[src/rtl/cngc_pkg.sv]
package cngc_pkg;

   // Operation selected for the duration register in one cycle
   typedef enum logic [1:0] {
      OP_HOLD  = 2'd0,
      OP_LOAD  = 2'd1,
      OP_CLEAR = 2'd2,
      OP_STEP  = 2'd3
   } cngc_op_e;

   // Priority resolution: write over read-clear over increment
   function automatic cngc_op_e cngc_pick_op(input logic wr, input logic rd, input logic inc);
      if (wr)       return OP_LOAD;
      else if (rd)  return OP_CLEAR;
      else if (inc) return OP_STEP;
      else          return OP_HOLD;
   endfunction

endpackage

[src/rtl/cngc_prescaler.sv]
module cngc_prescaler #(
   parameter int PER_W = 16
) (
   input  logic             clk,
   input  logic             rst_n,
   input  logic             active,
   input  logic [PER_W-1:0] period,
   output logic             tick
);
   localparam int EXT_W = PER_W + 1;

   logic [PER_W-1:0] phase_q;
   logic [EXT_W-1:0] phase_next_ext;
   logic             run;

   assign run            = active && (period != '0);
   assign phase_next_ext = {1'b0, phase_q} + EXT_W'(1);
   // Restart when the elapsed count reaches or passes N
   assign tick           = run && (phase_next_ext >= {1'b0, period});

   always_ff @(posedge clk or negedge rst_n) begin
      if (!rst_n)       phase_q <= '0;
      else if (!run)    phase_q <= '0;
      else if (tick)    phase_q <= '0;
      else              phase_q <= phase_next_ext[PER_W-1:0];
   end

endmodule

[src/rtl/cngc_accum.sv]
module cngc_accum
   import cngc_pkg::*;
#(
   parameter int CNT_W = 32
) (
   input  logic             clk,
   input  logic             rst_n,
   input  logic             tick,
   input  logic             rd_stb,
   input  logic             wr_stb,
   input  logic [CNT_W-1:0] wr_data,
   output logic [CNT_W-1:0] value
);
   localparam logic [CNT_W-1:0] TOP = '1;

   logic [CNT_W-1:0] cnt_q;
   cngc_op_e         op;
   logic             at_top;

   assign at_top = (cnt_q == TOP);
   assign op     = cngc_pick_op(wr_stb, rd_stb, tick);

   always_ff @(posedge clk or negedge rst_n) begin
      if (!rst_n) begin
         cnt_q <= '0;
      end else begin
         unique case (op)
            OP_LOAD:  cnt_q <= wr_data;
            OP_CLEAR: cnt_q <= tick ? CNT_W'(1) : '0;
            OP_STEP:  cnt_q <= at_top ? cnt_q : cnt_q + CNT_W'(1);
            default:  cnt_q <= cnt_q;
         endcase
      end
   end

   assign value = cnt_q;

endmodule

[src/rtl/cngc_top.sv]
module cngc_top #(
   parameter int CNT_W = 32,
   parameter int PER_W = 16
) (
   input  logic             clk,
   input  logic             rst_n,
   input  logic             congested,
   input  logic [PER_W-1:0] period,
   input  logic             rd_stb,
   input  logic             wr_stb,
   input  logic [CNT_W-1:0] wr_data,
   output logic [CNT_W-1:0] rd_data
);
   generate
      if (CNT_W < 2) begin : g_bad_cnt
         $error("cngc_top: CNT_W must be at least 2");
      end
      if (PER_W < 1 || PER_W > 31) begin : g_bad_per
         $error("cngc_top: PER_W must lie in 1..31");
      end
   endgenerate

   logic tick;

   cngc_prescaler #(.PER_W(PER_W)) u_pre (
      .clk    (clk),
      .rst_n  (rst_n),
      .active (congested),
      .period (period),
      .tick   (tick)
   );

   cngc_accum #(.CNT_W(CNT_W)) u_acc (
      .clk     (clk),
      .rst_n   (rst_n),
      .tick    (tick),
      .rd_stb  (rd_stb),
      .wr_stb  (wr_stb),
      .wr_data (wr_data),
      .value   (rd_data)
   );

endmodule

[config.mk]
export PLATFORM = sky130hd
export DESIGN_NAME = cngc_top
export DESIGN_NICKNAME = d
export VERILOG_FILES = /design/src/rtl/cngc_pkg.sv /design/src/rtl/cngc_prescaler.sv /design/src/rtl/cngc_accum.sv /design/src/rtl/cngc_top.sv
export SDC_FILE = /design/constraint.sdc
export NUM_CORES = 1
export LEC_CHECK = 0
export CAP_MARGIN = 0
export CORE_ASPECT_RATIO = 0.8
export CORE_MARGIN = 4
export CORE_UTILIZATION = 50
export DETAILED_ROUTE_END_ITERATION = 8
export PLACE_DENSITY = 0.79
export SLEW_MARGIN = 20
export SYNTH_ARGS = -nofsm -noshare
export SYNTH_HDL_FRONTEND = slang
export SYNTH_HIERARCHICAL = 1
export SYNTH_SLANG_ARGS = --single-unit
[constraint.sdc]
create_clock -name clk -period 4 [get_ports clk]
set_input_delay 0.4 -clock clk [delete_from_list [all_inputs] [get_ports clk]]
set_output_delay 0.4 -clock clk [all_outputs]
set_load 0.02 [all_outputs]
==> flow_summary.yaml <==
clock_network:
  clk_pin_slew_ps: 90
  clock-sinks: 48
  numCtsBuffers: 5
  ctsResizeCount: 0
  cts_post_setup_buffers_inserted: 0
  cts_tree: "done"
  holdBufCountCts: 0
  insertion_delay_ps: 300
  cts-root-buf: "clkbuf_8"
  ctsLongestPathBuffers: 2
  h-tree-depth: 2
layout:
  area_growth_pct: 28.3
  final_common_cell: "clkdlybuf4s50_1"
  antenna_cells: 0
  post-route-util: 0.666
  mostFrequentLayoutCells: "clkdlybuf4s50_1 (83), dfrtp_1 (48), nand2_1 (37), nand3_1 (22), a21oi_1 (20)"
  layout-drive-gt1-share: 0.0907
  nNetsFinal: 545
  fin_cells: 561
placement:
  gp_congestion: 0.838
  hpwl_um: 7570
  dp_cells: 554
  port_buffers: 84
yosys:
  yosysWarnings: 6
  synth_edf_count: 0
  synth_top_area_share: 0.334
  syn_inst: 392
  synth_area_per_cell_um2: 9.17
  synthesis.area_um2: 3590
  ys_types: 61
  yosysSeqAreaShare: 0.334
  synth_area_leaders: "dfrtp_1 (33%), ha_1 (6.3%), and4_1 (3.9%)"
  yosysTopAreaCell: "dfrtp_1"
  syn_nets: 463
  synth_ff_type: "dfrtp_1"
  ys_ff_latch: 48
  ys_async_sr_fraction: 1.00
floorplan:
  dieWidth_um: 103
  die_height_um: 83.8
  num_rows: 27
  core_um2: 6930
  dieArea_um2: 8620
  ioPinCount: 85
  start_util: 0.519
global_route:
  grt_usage: 0.241
  grt_antenna_before_repair: 0
  grt_max_degree: 49
  grt_overflow: 0
  grt_pass1_vias: 3422
  grt_pass1_wl_um: 16900
setup_path:
  worst_r2r_startpoint: "u_pre/phase_q[0]"
  path_class: "reg -> reg"
  path_buf_inv: 1
  critPathRequiredTime_ps: 4190
  critPathTopFamily: "compound AO/OA/AOI/OAI gates"
  critPathLaunchType: "flop"
  cp.arrival_ps: 3910
  crit_chain: "ha_1, and4_1, and2_2, nand4_1, xnor2_1, ha_1, nand4_1, nor4_1, a221oi_1, o211ai_4, o21ba_4, buf_4, and4_2, a21o_1, a32o_1"
  r2r-end: "u_acc/value[31]"
  r2r_cells: 15
  cp_max_fo: 13
  critical-path-slowest-cell: "dfrtp_1"
  crit_path_end_kind: "flop"
  reg2reg_slack_ps: 280
  crit_path_max_incr_delay_ps: 430
drt:
  ant_nets: 0
  avgViaCountPerCell: 6.46
  first_pass_iters: 5
  num_vias: 3623
  wirelength_um: 10300
  drc: 0
  drt_iter0_drc: 309
  wire_per_inst_um: 18.3
timing:
  period_needed_ps: 3720
  setup_viol: 0
  period_share: 0.930
  tightest_slew_ps: 642
  maxSlewHeadroom: 0.571
  slew_violations: 0
  rsz0062_at_grt: "false"
  clock.fmax_mhz: 269
  hold_viol: 0
  tns_ps: 0
  fin_skew_ps: 6.28
power:
  cellLeakagePower_uw: 0.00190
  p_per_area_nw_per_um2: 245
  ir_drop_v: 0.000119
flow_run:
  cap_violations: 0
run_status:
  outcome: "finished clean"
hold_path:
  hold_path_class: "in -> async"
power breakdown:
part	internal, uW	switching (uW)	total, uW	leakage (uW)
logic	132	122	254	0.00123
registers	512	45.4	557	0.000627
clock network	154	164	319	0.0000503
total	799	331	1130	0.00190
worst max-delay path by stage:
stage | startpoint | depth (start not counted) | to
floorplan | u_pre/phase_q[0] | 16 | u_acc/value[10]
global placement | u_pre/phase_q[0] | 15 | u_acc/value[5]
detailed placement | u_pre/phase_q[0] | 15 | u_acc/value[5]
CTS | u_pre/phase_q[0] | 15 | u_acc/value[5]
global route | u_pre/phase_q[0] | 15 | u_acc/value[22]
finish | u_pre/phase_q[0] | 15 | u_acc/value[31]
cell families after synthesis:
family | after synthesis | synth area share
DFF | 48 | 0.334
muxes | 2 | 0.00557
and+or+nand+nor | 189 | 0.341
adders and majority gates | 18 | 0.0627
xor gates and xnor gates | 15 | 0.0365
buffers and inverters | 35 | 0.0463
AOI/OAI and AO/OA | 85 | 0.174
stage by stage:
step | hold slack (ps) | instance area [um^2] | power [uW] | setup slack [ps]
after floorplan | 104 | 3590 | 670 | 352
after global placement | 508 | 4500 | 812 | 344
after detailed placement | 538 | 4500 | 817 | 187
after CTS | 339 | 4590 | 1130 | 178
after global routing | 163 | 4610 | 1190 | 25.0
final | 109 | 4610 | 1130 | 280
flip-flops by register name (all words and copies together) (netlist names):
name and cells:
u_acc/value 32, u_pre/phase_q 16
cell type report:
class                      instances  area, um^2
tap                               87         109
inverter                          19        71.3
multi-input combinational        309        2240
timing repair buffer              91         891
clock buffer                       7        96.3
sequential                        48        1200
fill                             556        2310
cells in the mapped netlist, types with 3 or more instances:
cell / number
inv_1: 19
buf_2: 3
nor3_1: 7
nand3_1: 22
o22a_1: 3
nand4_1: 17
ha_1: 18
a31oi_1: 4
and2_1: 9
a2bb2oi_1: 4
a21o_1: 3
nor4_2: 4
o211ai_1: 3
nor4_1: 7
nor2_1: 17
o21ai_0: 12
and3_1: 17
a21oi_1: 20
nor4b_2: 6
nand2_1: 37
xnor2_1: 11
and4_1: 16
clkbuf_1: 10
dfrtp_1: 48
a41oi_1: 3
o31ai_1: 14
nor4b_1: 12
xor2_1: 4
routing by layer:
layer,share of wire,up-vias,track usage
li1,-,1672,-
met1,0.45,1721,0.377
met2,0.44,210,0.350
met3,0.098,20,0.0368
met4,0.012,0,0.0447
met5,0,-,0
(Power assumes the default switching activity.)
